===== config.mk =====
export PLATFORM = sky130hd
export DESIGN_NAME = vec_mask_unit
export DESIGN_NICKNAME = d
export VERILOG_FILES = /design/src/rtl/vmu_pkg.sv /design/src/rtl/vmu_seq.sv /design/src/rtl/vmu_mask_bank.sv /design/src/rtl/vmu_elem_path.sv /design/src/rtl/vec_mask_unit.sv
export SDC_FILE = /design/constraint.sdc
export NUM_CORES = 1
export LEC_CHECK = 0
export BUFFER_PORTS_ARGS = -buffer_cell sky130_fd_sc_hd__buf_2
export CORE_MARGIN = 4
export CORE_UTILIZATION = 50
export CTS_BUF_LIST = sky130_fd_sc_hd__clkbuf_8
export DETAILED_ROUTE_END_ITERATION = 16
export GPL_TIMING_DRIVEN = 0
export HOLD_SLACK_MARGIN = 0.03
export PLACE_DENSITY = 0.72
export SLEW_MARGIN = 5
export SYNTH_ARGS = -nofsm -noshare
export SYNTH_HDL_FRONTEND = slang
export SYNTH_HIERARCHICAL = 1
export SYNTH_SLANG_ARGS = --single-unit

===== constraint.sdc =====
create_clock -name clk -period 7.5 [get_ports clk]
set_input_delay 1.125 -clock clk [delete_from_list [all_inputs] [get_ports clk]]
set_output_delay 1.125 -clock clk [all_outputs]
set_load 0.005 [all_outputs]

===== src/rtl/vmu_pkg.sv =====
package vmu_pkg;

    typedef enum logic [1:0] {
        OP_SETGT  = 2'd0,
        OP_INVERT = 2'd1,
        OP_MERGE  = 2'd2,
        OP_COPY   = 2'd3
    } vmu_op_e;

    typedef enum logic [1:0] {
        ST_IDLE = 2'd0,
        ST_RUN  = 2'd1,
        ST_DONE = 2'd2
    } vmu_state_e;

endpackage


===== src/rtl/vmu_seq.sv =====
module vmu_seq
    import vmu_pkg::*;
#(
    parameter int MAX_VL = 8,
    parameter int VL_W   = 4,
    parameter int IDX_W  = 3
) (
    input  logic             clk,
    input  logic             rst_n,
    input  logic             start,
    input  logic [VL_W-1:0]  vl_in,
    output logic [VL_W-1:0]  vl_eff,
    output logic [IDX_W-1:0] idx,
    output logic             run,
    output logic             busy,
    output logic             done
);

    vmu_state_e       state_q, state_d;
    logic [IDX_W-1:0] idx_q;
    logic [VL_W-1:0]  vl_q;
    logic             last;

    // Lengths above the register depth are clamped
    always_comb vl_eff = (vl_in > VL_W'(MAX_VL)) ? VL_W'(MAX_VL) : vl_in;

    assign last = (VL_W'(idx_q) == (vl_q - VL_W'(1)));

    always_comb begin
        state_d = state_q;
        unique case (state_q)
            ST_IDLE: if (start) state_d = (vl_eff == '0) ? ST_DONE : ST_RUN;
            ST_RUN:  if (last)  state_d = ST_DONE;
            ST_DONE: state_d = ST_IDLE;
            default: state_d = ST_IDLE;
        endcase
    end

    always_ff @(posedge clk or negedge rst_n) begin
        if (!rst_n) begin
            state_q <= ST_IDLE;
            idx_q   <= '0;
            vl_q    <= '0;
        end else begin
            state_q <= state_d;
            if (state_q == ST_IDLE) begin
                idx_q <= '0;
                if (start) vl_q <= vl_eff;
            end else if (state_q == ST_RUN && !last) begin
                idx_q <= idx_q + IDX_W'(1);
            end
        end
    end

    always_comb begin
        run  = 1'b0;
        busy = 1'b0;
        done = 1'b0;
        unique case (state_q)
            ST_IDLE: ;
            ST_RUN:  begin run = 1'b1; busy = 1'b1; end
            ST_DONE: begin busy = 1'b1; done = 1'b1; end
            default: ;
        endcase
    end

    assign idx = idx_q;

endmodule


===== src/rtl/vmu_mask_bank.sv =====
module vmu_mask_bank #(
    parameter int MAX_VL   = 8,
    parameter int VL_W     = 4,
    parameter int IDX_W    = 3,
    parameter int NUM_MASK = 2,
    parameter int MSEL_W   = 1
) (
    input  logic              clk,
    input  logic              rst_n,
    input  logic              clr_en,
    input  logic [MSEL_W-1:0] clr_sel,
    input  logic [VL_W-1:0]   clr_vl,
    input  logic              set_en,
    input  logic [MSEL_W-1:0] set_sel,
    input  logic [IDX_W-1:0]  set_idx,
    input  logic              set_val,
    input  logic [MSEL_W-1:0] rd_sel,
    input  logic [IDX_W-1:0]  rd_idx,
    output logic              rd_bit
);

    logic [MAX_VL-1:0] keep;
    logic [MAX_VL-1:0] mreg [NUM_MASK];

    // Bits below the command length survive the clear
    for (genvar b = 0; b < MAX_VL; b++) begin : g_keep
        assign keep[b] = (VL_W'(b) < clr_vl);
    end

    for (genvar m = 0; m < NUM_MASK; m++) begin : g_mask
        always_ff @(posedge clk or negedge rst_n) begin
            if (!rst_n) begin
                mreg[m] <= '0;
            end else if (clr_en && clr_sel == MSEL_W'(m)) begin
                mreg[m] <= mreg[m] & keep;
            end else if (set_en && set_sel == MSEL_W'(m)) begin
                mreg[m][set_idx] <= set_val;
            end
        end
    end

    assign rd_bit = mreg[rd_sel][rd_idx];

endmodule


===== src/rtl/vmu_elem_path.sv =====
module vmu_elem_path
    import vmu_pkg::*;
#(
    parameter int ELEM_W = 16
) (
    input  vmu_op_e           op,
    input  logic              run,
    input  logic [ELEM_W-1:0] elem,
    input  logic              mbit,
    output logic              mask_we,
    output logic              mask_val,
    output logic              vrf_we
);

    logic gtz;

    // Positive means sign clear and not all zero
    assign gtz = ~elem[ELEM_W-1] & (|elem);

    always_comb begin
        mask_we  = 1'b0;
        mask_val = 1'b0;
        vrf_we   = 1'b0;
        unique case (op)
            OP_SETGT:  begin mask_we = run; mask_val = gtz;   end
            OP_INVERT: begin mask_we = run; mask_val = ~mbit; end
            OP_MERGE:  vrf_we = run & mbit;
            OP_COPY:   vrf_we = run;
            default: ;
        endcase
    end

endmodule


===== src/rtl/vec_mask_unit.sv =====
module vec_mask_unit
    import vmu_pkg::*;
#(
    parameter int ELEM_W = 16,
    parameter int MAX_VL = 8,
    parameter int NUM_VR = 4,
    localparam int VL_W  = $clog2(MAX_VL + 1),
    localparam int IDX_W = $clog2(MAX_VL),
    localparam int VR_W  = $clog2(NUM_VR)
) (
    input  logic              clk,
    input  logic              rst_n,
    input  logic              cmd_valid,
    input  logic [1:0]        cmd_op,
    input  logic [VR_W-1:0]   cmd_src_vr,
    input  logic [VR_W-1:0]   cmd_dst_vr,
    input  logic              cmd_msk_src,
    input  logic              cmd_msk_dst,
    input  logic [VL_W-1:0]   cmd_vl,
    output logic              busy,
    output logic              done,
    output logic [VR_W-1:0]   vrf_rd_reg,
    output logic [IDX_W-1:0]  vrf_rd_idx,
    input  logic [ELEM_W-1:0] vrf_rd_data,
    output logic              vrf_we,
    output logic [VR_W-1:0]   vrf_wr_reg,
    output logic [IDX_W-1:0]  vrf_wr_idx,
    output logic [ELEM_W-1:0] vrf_wr_data
);

    vmu_op_e          op_in, op_q;
    logic [VR_W-1:0]  src_q, dst_q;
    logic             msrc_q, mdst_q;
    logic             accept, clr_en, run;
    logic [VL_W-1:0]  vl_eff;
    logic [IDX_W-1:0] idx;
    logic             mbit, mask_we, mask_val;

    assign op_in  = vmu_op_e'(cmd_op);
    assign accept = cmd_valid & ~busy;
    assign clr_en = accept & (op_in == OP_SETGT || op_in == OP_INVERT);

    always_ff @(posedge clk or negedge rst_n) begin
        if (!rst_n) begin
            op_q   <= OP_SETGT;
            src_q  <= '0;
            dst_q  <= '0;
            msrc_q <= 1'b0;
            mdst_q <= 1'b0;
        end else if (accept) begin
            op_q   <= op_in;
            src_q  <= cmd_src_vr;
            dst_q  <= cmd_dst_vr;
            msrc_q <= cmd_msk_src;
            mdst_q <= cmd_msk_dst;
        end
    end

    vmu_seq #(.MAX_VL(MAX_VL), .VL_W(VL_W), .IDX_W(IDX_W)) u_seq (
        .clk(clk), .rst_n(rst_n), .start(accept), .vl_in(cmd_vl),
        .vl_eff(vl_eff), .idx(idx), .run(run), .busy(busy), .done(done)
    );

    vmu_mask_bank #(.MAX_VL(MAX_VL), .VL_W(VL_W), .IDX_W(IDX_W)) u_masks (
        .clk(clk), .rst_n(rst_n),
        .clr_en(clr_en), .clr_sel(cmd_msk_dst), .clr_vl(vl_eff),
        .set_en(mask_we), .set_sel(mdst_q), .set_idx(idx), .set_val(mask_val),
        .rd_sel(msrc_q), .rd_idx(idx), .rd_bit(mbit)
    );

    vmu_elem_path #(.ELEM_W(ELEM_W)) u_path (
        .op(op_q), .run(run), .elem(vrf_rd_data), .mbit(mbit),
        .mask_we(mask_we), .mask_val(mask_val), .vrf_we(vrf_we)
    );

    assign vrf_rd_reg  = src_q;
    assign vrf_rd_idx  = idx;
    assign vrf_wr_reg  = dst_q;
    assign vrf_wr_idx  = idx;
    assign vrf_wr_data = vrf_rd_data;

endmodule


# Yosys cells after proc, flatten, opt, wreduce, memory -nomap -nowiden
# Index checks and enable logic that the tools add are counted.
# word_totals
ff_bits,33
in_bits,31
out_inout_bits,29
# op_classes
add_sub_neg,2
magnitude_cmp,12
eq_ne,9
n_mux,26
n_bitwise,12
reduce_logical,20
# op_table
op,count
two-way mux 8 bit,7
bitwise AND 8 bit,2
bitwise mux 8 bit,2
"< comparator 3 x 4 -> 1 bit, first input constant",4
OR reduction 16 bit,1
"< comparator 1 x 4 -> 1 bit, first input constant",2
"< comparator 2 x 4 -> 1 bit, first input constant",2
"equality test 2 x 1 -> 1 bit, second input constant",3
"equality test 2 bit, second input constant",3
logical AND 1 bit,6
zero test 2 bit,3
two-way mux 1 bit,6
two-way mux 2 bit,3
two-way mux 3 bit,2
nonzero test 2 bit,3
inverter 1 bit,5
bitwise AND 1 bit,4
equality test 3 x 4 -> 1 bit,1
"> comparator 4 bit, second input constant",1
zero test 4 bit,1
"< comparator 3 x 4 -> 1 bit, second input constant",1
two-way mux 4 bit,1
one-hot mux 1 bit (2 select lines),2
one-hot mux 2 bit (2 select lines),1
13 further kinds,15

# Longest topological paths before layout
# Gate-level depths: netlist of the first run.
# logic_depth
depth_word,11
mapped_depth,9
ltp_nobuf,8

# By module
# Netlist of the first run, hierarchy kept.
# by_module_without_submodules
mod,instances,cells_each,area_per_inst_um2
vmu_mask_bank,1,104,1043.5
vmu_seq,1,63,668.1
vec_mask_unit,1,38,503.0
vmu_elem_path,1,10,85.1

# Worst setup path after synthesis of the first run
# OpenSTA, ideal clock, no wires.
# synth_path
path_type,register to output
start,reg u_seq.idx_q[0] (netlist: u_seq/idx[0])
end,out vrf_we
arrival_time_ns,1.693
path_slack_ns,4.682
path_stages_with_launch,5
n_path_buf,0
path_cell_list,dfrtp_1 mux4_2 mux2i_1 mux2i_1 o211a_1
# synth_between
elab_chain_cells,4
# synth_lines
item,line_no,text
"start, declared",vmu_seq.sv:20,logic [IDX_W-1:0] idx_q;
"start signal, assigned",vmu_seq.sv:50,idx_q <= idx_q + IDX_W'(1);
binary-select mux 1 bit (select 3 bit),vmu_mask_bank.sv:42,assign rd_bit = mreg[rd_sel][rd_idx];
two-way mux 1 bit (implied by the code),vmu_mask_bank.sv:42,
named net mbit,vec_mask_unit.sv:37,"logic mbit, mask_we, mask_val;"
bitwise AND 1 bit,vmu_elem_path.sv:27,OP_MERGE: vrf_we = run & mbit;
one-hot mux 1 bit (2 select lines),vmu_elem_path.sv:24,unique case (op)
"end, declared",vec_mask_unit.sv:25,"output logic vrf_we,"
# The timed path passes the listed nets, and every way through them passes these cells. The select of a mux whose other input is x is not followed.

# Worst setup path in the final report of the first run
# Ends and elaborated chain as after synthesis.

==> metrics.md, run 1 <==
| Metric | Value |
|---|---|
| DIE AREA | 5749 um2 |
| Post-CTS setup repair buffer count | 0 |
| Clock Skews | 0.007107 ns |
| Avg Cell Area, Syn | 10.70 um2 |
| Reg2reg start | u_seq/idx[0] |
| Number of inserted diodes | 0 |
| Top cell type's share of synthesized area | 0.3591 |
| Lkg Pwr | 0.001266 uW |
| Final hold violations | 0 |
| Die span in x | 75.82 um |
| Max Cap Viol | 0 |
| Initial antenna violation count | 0 |
| Crit share post-route | 0.4686 |
| Maximum vdd ir drop | 0.2418 mV |
| R2r endpoint | u_masks/mreg[11] |
| EDFF count, synth | 0 |
| Synth Cell Area | 2300 um2 |
| Clock Pin Slew Worst Setup and Hold Paths | 0.07 ns |
| Die H | 75.82 um |
| Clock latency on the worst-skew pair | 0.29 ns |
| Largest Register | u_masks/mreg |
| Endpoints failing setup | 0 |
| Core region area | 4414 um2 |
| Hold path start | vrf_rd_reg[0] |
| Initial drt markers | 175 |
| Worst-Margin Slew | 0.7960 ns |
| Ys Warns | 6 |
| Fin nets | 317 |
| Routability-driven placement congestion ratio | 0.8347 |
| Async SR Flop Fraction | 1.000 |
| Row cnt | 24 |
| Vias per cell | 5.889 |
| Fmax | 0.2846 GHz |
| Worst Hold Depth | 1 |
| Status | finished clean |
| Area leader, netlist | dfrtp_1 |
| Path depth of the worst reg2reg path | 8 |
| GRT Residual Overflow | 0 |
| Final Cell Area | 2746 um2 |
| Worst EP required | 6.38 ns |
| Post-placement cell area | 2660 um2 |
| Crit-path cells | mux4_2 > mux2i_1 > mux2i_1 > o211a_1 > buf_2 |
| Largest net degree at the start of global routing | 34 |
| TritonRoute pass-1 iters | 4 |
| Netlist cell types | 56 |
| Clock tree from TritonCTS | done |
| Synth Flop Type | dfrtp_1 |
| Setup crit end kind | primary output |
| Dpl hpwl | 3922 um |
| Buffers on Ports | 59 |
| Worst Path Arrival | 2.39 ns |
| Initial Util | 0.5210 |
| Unrepaired setup endpoints after global routing | no |
| Via Count | 1961 |
| Number of flip-flops in the largest register | 16 |
| Seq/Total Area, Yosys | 0.3591 |
| # DRC | 0 |
| Max Root-Sink Buffers | 2 |
| Hold buffers post-CTS | 0 |
| CTS Buf Count | 5 |
| Reg2reg setup slack | 4.41 ns |
| Post-Syn Instances | 215 |
| CP Launch Type | flop |
| I/O pin count | 60 |
| CP max stage delay | 0.86 ns |
| CTS-repair resized insts | 0 |
| Final wirelength | 5535 um |
| Main area contributors after synthesis | dfrtp_1, buf_4, mux2_4 |
| Commonest cells in the synthesized netlist | dfrtp_1, buf_4, o22ai_1, nor3_1, nor2b_1 |
| Share of cells above drive strength 1 | 0.4270 |
| H-tree levels | 2 |
| Crit Path Category | flop to primary output |
| Min Tclk post-route | 3.514 ns |
| Slew margin rel. | 0.4693 |
| Leading cell type by number of instances after synthesis | dfrtp_1 |
| ANT nets after route | 0 |
| Critical path buffers and inverters | 1 |
| Crit Path Max Fanout | 19 |
| Fin. max-slew vios | 0 |
| Slowest CP cell | dfrtp_1 |
| Hold WC Path Type | flop to flop |
| Vias in the first global route | 1821 |
| Post-synth net total | 251 |
| Area growth from synthesis to layout | 19.42% |
| CTS Root Cell | clkbuf_8 |
| Global-route wire length before repair | 8707 um |
| Top cell by count, worst path | mux2i_1 |
| Wirelength per Cell | 16.62 um |
| CP delay by family, top | multiplexers |
| Post-Route Setup TNS | 0 ns |
| Hold EP | vrf_rd_reg[0] |
| Gr usage total | 0.2043 |
| Power Dens Cells | 300.3 nW/um2 |
| Yosys reg bits | 33 |
| Clock sinks | 33 |
==> layer usage <==
layer / vias to the layer above / routed length, um / track usage
met2: 110 / 2408 / 0.3184
met3: 19 / 615 / 0.04354
li1: 926 / - / -
met5: - / 0 / 0
met1: 906 / 2333 / 0.2765
met4: 0 / 178 / 0.08350
==> through the flow <==
stage / worst slack, ns / util / instances / hold WS, ns / power, uW
floorplan: 4.682 / - / 215 / 0.4876 / 583.8
global placement: 4.296 / 0.6026 / 326 / 0.4883 / 687.0
detailed placement: 4.280 / 0.6026 / 326 / 0.4871 / 693.2
CTS: 3.950 / 0.6222 / 333 / 0.5114 / 828.5
global route: 3.820 / 0.6222 / 333 / 0.5330 / 882.9
finish: 3.986 / 0.6222 / 333 / 0.5097 / 824.8
==> how the worst max path moves through the flow <==
| stage | start | endpoint | slack [ns] | cells past startpoint |
|---|---|---|---|---|
| after floorplan | u_seq/idx[0] | vrf_we | 4.68 | 4 |
| after global placement | u_seq/idx[0] | vrf_we | 4.30 | 5 |
| after detailed placement | u_seq/idx[0] | vrf_we | 4.28 | 5 |
| after CTS | u_seq/idx[0] | vrf_we | 3.95 | 5 |
| after global routing | u_seq/idx[0] | vrf_we | 3.82 | 5 |
| final | u_seq/idx[0] | vrf_we | 3.99 | 5 |
==> placed cells by master (no fill, tap or decap), types with 3 or more instances in the layout <==
cell	synthesis	final
clkbuf_8	0	6
mux2_2	4	4
mux4_2	4	4
inv_1	7	8
o21ai_0	8	8
or3_1	3	3
nor3_1	11	11
nand2_1	8	8
mux2i_1	3	3
buf_4	19	19
xor2_2	3	3
buf_2	1	60
a32o_1	3	3
nor2b_1	10	10
mux2_4	8	8
nor2_1	4	4
nand3_1	4	4
nand2b_1	4	4
o41ai_1	5	5
dfrtp_1	33	33
a21oi_1	3	3
clkbuf_1	4	4
nor4_1	5	5
o31ai_1	3	3
nor4_2	3	3
ha_1	5	5
o22ai_1	13	13
==> area by class of cell <==
| cell class | instances | area (um2) |
|---|---|---|
| Fill cell | 375 | 1668 |
| Multi-Input combinational cell | 147 | 1239 |
| Sequential cell | 33 | 825.8 |
| Timing Repair Buffer | 59 | 295.3 |
| Buffer | 28 | 209.0 |
| Clock buffer | 6 | 82.58 |
| Tap cell | 52 | 65.06 |
| Inverter | 7 | 26.28 |
| Clock inverter | 1 | 3.754 |
==> cell families after synthesis <==
group                    count (synthesis)  share of synthesized area
multiplexers                            19                     0.1241
XOR/XNOR                                 4                    0.03156
AND/OR/NAND/NOR                         70                     0.2008
AO/OA/AOI/OAI                           49                     0.1551
adder cells (fa/ha/maj)                  5                    0.02720
flip-flops                              33                     0.3591
buffers and inverters                   35                     0.1023
==> power breakdown <==
part / switching, uW / internal, uW
registers: 59.3 / 229
logic: 198 / 205
clock network: 62.3 / 71.4
==> worst register-to-register path, stage by stage (launching register included) <==
cell     delay (ns)
dfrtp_1        0.86
mux4_2         0.63
mux2i_1        0.14
mux2i_1        0.12
nor3b_1        0.21
a21o_1         0.13
nand2_1        0.14
or4b_4         0.60
o22ai_1        0.19
Note: power is estimated with default switching activity, not from simulation.
==> run 2, diff against run 1 <==
PLACE_DENSITY = 0.75   (was 0.72)
clock period = 3.23 ns   (was 7.5 ns; I/O delays follow)
==> run 2 against run 1 <==
Effect of this change:
- total power rose by 140%
- sequential cell count did not move
- final cell count rose by 0.30%
- combinational power rose by 130%
- die area did not move
- largest power group unchanged
- highest routed layer unchanged
==> metrics.md, run 2 (synthesis results as in run 1) <==
| Metric | Value |
|---|---|
| Status | finished clean |
| Initial Util | 0.5210 |
| Top cell by count, worst path | mux2i_1 |
| Fin. max-slew vios | 0 |
| I/O pin count | 60 |
| Worst Path Arrival | 3.00 ns |
| Fmax | 0.3573 GHz |
| Crit-path cells | mux4_2 > mux2i_1 > mux2i_1 > nor3b_1 > a21o_1 > nand2_1 > or4b_4 > o22ai_1 |
| Clock Pin Slew Worst Setup and Hold Paths | 0.07 ns |
| Number of flip-flops in the largest register | 16 |
| Largest Register | u_masks/mreg |
| Clock Skews | 0.009874 ns |
| Number of inserted diodes | 0 |
| Reg2reg start | u_seq/idx[0] |
| R2r endpoint | u_masks/mreg[11] |
| Routability-driven placement congestion ratio | 0.8985 |
| Area growth from synthesis to layout | 20.78% |
| GR Layer Usage met2 | 0.3346 |
| Via Count | 1957 |
| Endpoints failing setup | 0 |
| Largest net degree at the start of global routing | 34 |
| Hold buffers post-CTS | 0 |
| Global-route wire length before repair | 8990 um |
| Post-CTS setup repair buffer count | 0 |
| GR Util met1 | 0.2834 |
| Min Tclk post-route | 2.799 ns |
| ANT nets after route | 0 |
| Maximum vdd ir drop | 0.5191 mV |
| Core region area | 4414 um2 |
| Most frequent cells in the layout | buf_2, dfrtp_1, buf_4, o22ai_1, nor3_1 |
| Initial antenna violation count | 0 |
| Fin nets | 317 |
| H-tree levels | 2 |
| Share of cells above drive strength 1 | 0.4326 |
| Final hold violations | 0 |
| Max Root-Sink Buffers | 2 |
| Finished Core Util | 0.6293 |
| Worst EP required | 3.43 ns |
| Final wirelength | 5610 um |
| Max Cap Viol | 0 |
| Pwr Total | 2018 uW |
| CTS-repair resized insts | 0 |
| Clock latency on the worst-skew pair | 0.29 ns |
| Row cnt | 24 |
| GRT Residual Overflow | 0 |
| Fillers | 371 |
| Post-Route Setup TNS | 0 ns |
| # DRC | 0 |
| Wirelength per Cell | 16.80 um |
| Clock sinks | 33 |
| CTS Root Cell | clkbuf_8 |
| Crit Path Max Fanout | 19 |
| Commonest non-fill, non-tap cell in the layout | buf_2 |
| Buffers on Ports | 59 |
| Hold WC Path Type | input port to async pin |
| Die span in x | 75.82 um |
| Busiest grt layer | met2 |
| Vias in the first global route | 1825 |
| Lkg Pwr | 0.001278 uW |
| CTS Buf Count | 5 |
| Reg2reg setup slack | 0.43 ns |
| Crit Path Category | flop to flop |
| Unrepaired setup endpoints after global routing | no |
| Vias per cell | 5.859 |
| Clock tree from TritonCTS | done |
| Slew margin rel. | 0.5113 |
| Initial drt markers | 115 |
| Crit share post-route | 0.8665 |
| Met3 Use GR | 0.05145 |
| Path depth of the worst reg2reg path | 8 |
| Power Dens Cells | 726.6 nW/um2 |
| CP Launch Type | flop |
| Dpl hpwl | 4091 um |
| TritonRoute pass-1 iters | 4 |
| DIE AREA | 5749 um2 |
| Die H | 75.82 um |
| Slowest CP cell | dfrtp_2 |
| Worst-Margin Slew | 0.7330 ns |
| Gr usage total | 0.2087 |
| CP max stage delay | 0.63 ns |
| Setup crit end kind | flop |
run 2: cell types whose count changed in the layout (fill, tap and decap cells not counted), sizes merged:
cell,delta
bufinv,+1
run 2: critical path: cells and delay by family (launching register included):
| family | cells | cell delay (ns) |
|---|---|---|
| and+or+nand+nor | 3 | 0.92 |
| muxes | 3 | 0.84 |
| DFF | 1 | 0.63 |
| AOI/OAI and AO/OA | 2 | 0.33 |
run 2: final cells by class:
type                            instances  area, um2  area share
Multi-Input combinational cell        147       1239      0.4459
Sequential cell                        33      827.0      0.2977
Timing Repair Buffer                   59      295.3      0.1063
Buffer                                 28      209.0     0.07523
Clock buffer                            6      82.58     0.02973
Tap cell                               52      65.06     0.02342
Clock inverter                          2      33.78     0.01216
Inverter                                7      26.28    0.009459
run 2: per-stage QoR:
| step | hold WS (ns) | std cells | area, um2 | setup slack [ns] |
|---|---|---|---|---|
| 6_report | 0.2496 | 334 | 2778 | 0.4313 |
| 5_1_grt | 0.3098 | 334 | 2778 | 0.1849 |
| 3_3_place_gp | 0.4901 | 326 | 2660 | 0.2404 |
| 3_5_place_dp | 0.4927 | 326 | 2660 | 0.2282 |
| 2_1_floorplan | 0.1889 | 215 | 2300 | 0.6139 |
| 4_1_cts | 0.2818 | 334 | 2776 | 0.1741 |
run 2: report_power, final:
part           internal [uW]  switching, uW  leakage (uW)  total, uW
Clock                    248            156     0.0000626        404
Sequential               533            141      0.000431        674
Combinational            475            465      0.000785        940
Total                   1260            762       0.00128       2020
run 2: worst max-delay path by stage:
| stage | start | endpoint | slack, ns |
|---|---|---|---|
| after detailed placement | u_seq/idx[0] | u_masks/mreg[11] | 0.23 |
| after CTS | u_seq/idx[0] | u_masks/mreg[11] | 0.17 |
| after floorplan | u_seq/idx[0] | u_masks/mreg[11] | 0.61 |
| after global routing | u_seq/idx[0] | u_masks/mreg[11] | 0.18 |
| after global placement | u_seq/idx[0] | u_masks/mreg[11] | 0.24 |
| final | u_seq/idx[0] | u_masks/mreg[11] | 0.43 |
run 2: metal layers:
layer,up-vias,part of all wire
li1,929,-
met1,927,0.43
met2,95,0.45
met3,6,0.11
met4,0,0.0087
met5,-,0
==> run 3, diff against run 2 <==
CORE_UTILIZATION = 49   (was 50)
SYNTH_HIERARCHICAL = unset   (was 1)
==> run 3 against run 2 <==
Effect of this change:
- worst setup slack better by 0.21 ns
- final cell count up 2.4%
- first-iteration DRC count down 11%
- critical endpoint is now vrf_we
- synthesized cell count up 4.7%
- sequential power down 29%
- non-clock buffer count unchanged
- area after synthesis down 7.1%
- hold slack worse by 0.0020 ns
- die area down 4.6%
- routed wire length down 13%
- core utilization up 0.16 points
- largest cell class unchanged
==> metrics.md, run 3 <==
| Metric | Value |
|---|---|
| Async SR Flop Fraction | 1.000 |
| Clock Skews | 0.004782 ns |
| Post-placement cell area | 2495 um2 |
| Clock Pin Slew Worst Setup and Hold Paths | 0.07 ns |
| Maximum vdd ir drop | 0.2727 mV |
| DIE AREA | 5482 um2 |
| Avg Cell Area, Syn | 9.498 um2 |
| Yosys reg bits | 33 |
| Setup WS post-layout | 0.6441 ns |
| Max Cap Viol | 0 |
| Initial antenna violation count | 0 |
| CTS-repair resized insts | 0 |
| GRT Residual Overflow | 0 |
| Core region area | 4115 um2 |
| Setup crit end kind | primary output |
| Worst Path Arrival | 2.10 ns |
| Commonest cells in the synthesized netlist | nand2_1, dfrtp_1, buf_4, a22oi_1, o21ai_0 |
| Crit Path Max Fanout | 10 |
| Global-route wire length before repair | 7948 um |
| Share of cells above drive strength 1 | 0.4212 |
| Vias per cell | 5.389 |
| Ys Warns | 0 |
| Max Root-Sink Buffers | 2 |
| Hold buffers post-CTS | 0 |
| CP delay by family, top | simple AND/OR/NAND/NOR gates |
| Final hold violations | 0 |
| Number of inserted diodes | 0 |
| Largest Register | u_masks.mreg |
| Status | finished clean |
| Wirelength per Cell | 14.34 um |
| Worst EP required | 2.75 ns |
| Main area contributors after synthesis | dfrtp_1, buf_4, nand2_1 |
| Crit Path Category | flop to primary output |
| CP max stage delay | 0.51 ns |
| Hold WC Path Type | input port to async pin |
| Non-filler cells, final | 342 |
| Leading cell type by number of instances after synthesis | nand2_1 |
| Area growth from synthesis to layout | 21.49% |
| Vias in the first global route | 1723 |
| Fmax | 0.3867 GHz |
| Unrepaired setup endpoints after global routing | no |
| Buffers on Ports | 59 |
| Clock tree from TritonCTS | done |
| Post-Syn Instances | 225 |
| CTS Buf Count | 5 |
| Clock latency on the worst-skew pair | 0.29 ns |
| Row cnt | 23 |
| Commonest non-fill, non-tap cell in the layout | buf_2 |
| CP Launch Type | flop |
| Seq/Total Area, Yosys | 0.3864 |
| Initial drt markers | 102 |
| Slew margin rel. | 0.3775 |
| ANT nets after route | 0 |
| Die H | 74.04 um |
| EDFF count, synth | 0 |
| Critical path buffers and inverters | 2 |
| Fin nets | 327 |
| Largest net degree at the start of global routing | 34 |
| Synth Flop Type | dfrtp_1 |
| Post-CTS setup repair buffer count | 0 |
| H-tree levels | 2 |
| Initial Util | 0.5193 |
| Number of flip-flops in the largest register | 16 |
| I/O pin count | 60 |
| Crit-path cells | buf_6 > nor3b_1 > a22oi_1 > and4_4 > a21oi_1 > buf_2 |
| Routability-driven placement congestion ratio | 0.7798 |
| Slowest CP cell | nor3b_1 |
| Clock sinks | 33 |
| Top cell type's share of synthesized area | 0.3864 |
| Post-Route Setup TNS | 0 ns |
| Netlist cell types | 47 |
| Die span in x | 74.04 um |
| Hold WS | 0.2476 ns |
| Placed insts | 334 |
| Endpoints failing setup | 0 |
| CTS Root Cell | clkbuf_8 |
| Lkg Pwr | 0.001229 uW |
| Via Count | 1843 |
| Worst-Margin Slew | 0.9265 ns |
| Crit share post-route | 0.8006 |
| Most frequent cells in the layout | buf_2, nand2_1, dfrtp_1, buf_4 |
| Final wirelength | 4903 um |
| TritonRoute pass-1 iters | 4 |
| Min Tclk post-route | 2.586 ns |
| Dpl hpwl | 3636 um |
| Power Dens Cells | 389.6 nW/um2 |
| Final Cell Area | 2596 um2 |
| Setup WS pre-CTS | 0.8295 ns |
| # DRC | 0 |
| Gr usage total | 0.1867 |
| Area leader, netlist | dfrtp_1 |
| Post-synth net total | 261 |
| Fin. max-slew vios | 0 |
| Synth Cell Area | 2137 um2 |
run 3: cell count changes after synthesis, sizes merged, moves of 8 or more:
cell,delta
nand2,+31
a22oi,+15
o22ai,-12
a21oi,+11
nor2b,-11
nor3,-9
o21ai,+8
run 3: worst paths after layout:
path,endpoint,depth (start not counted),startpoint,slack [ns]
worst max-delay path,vrf_we,6,u_seq.idx[2],0.64
worst min-delay path,u_seq.vl_q[3],1,rst_n,0.25
worst max register to register,u_masks.mreg[6],8,u_seq.state_q[0],0.79
worst min register to register,vrf_wr_reg[0],2,vrf_wr_reg[0],0.48
max in group asynchronous,op_q[0],1,rst_n,2.51
min in group clk,vrf_rd_reg[1],3,cmd_src_vr[1],0.38
run 3: report_power, final:
group / leakage [uW] / internal [uW] / switching, uW / total [uW]
combinational: 0.000774 / 98.8 / 87.8 / 187
clock: 0.0000542 / 193 / 155 / 348
sequential: 0.000401 / 455 / 22.4 / 477
total: 0.00123 / 746 / 265 / 1010
run 3: cells by family (layout without fill, tap and decap cells):
group,after synthesis,in the layout,synth area share
fa+ha+maj,5,5,0.02927
flops,33,33,0.3864
buf+inv,35,102,0.1130
xor+xnor,4,4,0.01640
simple gates,77,77,0.2032
mux,10,10,0.05211
compound gates,61,61,0.1997
run 3: cell type report:
cell class              count  area [um2]
clock inverters             1       5.005
well taps                  50       62.56
multi-input cells         157        1070
plain buffers              28       215.2
flip-flops and latches     33       825.8
repair buffers             59       295.3
clock buffers               7       96.34
fillers                   368        1519
inverters                   7       26.28
run 3: worst reg2reg max path, cell delays in order, from the launching register on:
cell and delay (ns):
dfrtp_1 0.38, inv_1 0.13, ha_1 0.27, nor2b_1 0.33, nand3b_2 0.29, and3_1 0.25
clkdlybuf4s25_2 0.36, a22oi_1 0.23, a21oi_1 0.06
run 3: metrics by stage:
step,total power (uW),utilization
floorplan,599.5,-
global placement,666.8,0.6063
detailed placement,671.3,0.6063
CTS,1019,0.6309
global route,1068,0.6309
finish,1012,0.6309
run 3: layer usage:
| layer | vias to the layer above | global-route usage | wire length (um) |
|---|---|---|---|
| met1 | 865 | 0.2528 | 2209 |
| met4 | 0 | 0.03018 | 36 |
| li1 | 912 | - | - |
| met3 | 7 | 0.05270 | 317 |
| met5 | - | 0 | 0 |
| met2 | 59 | 0.3041 | 2341 |
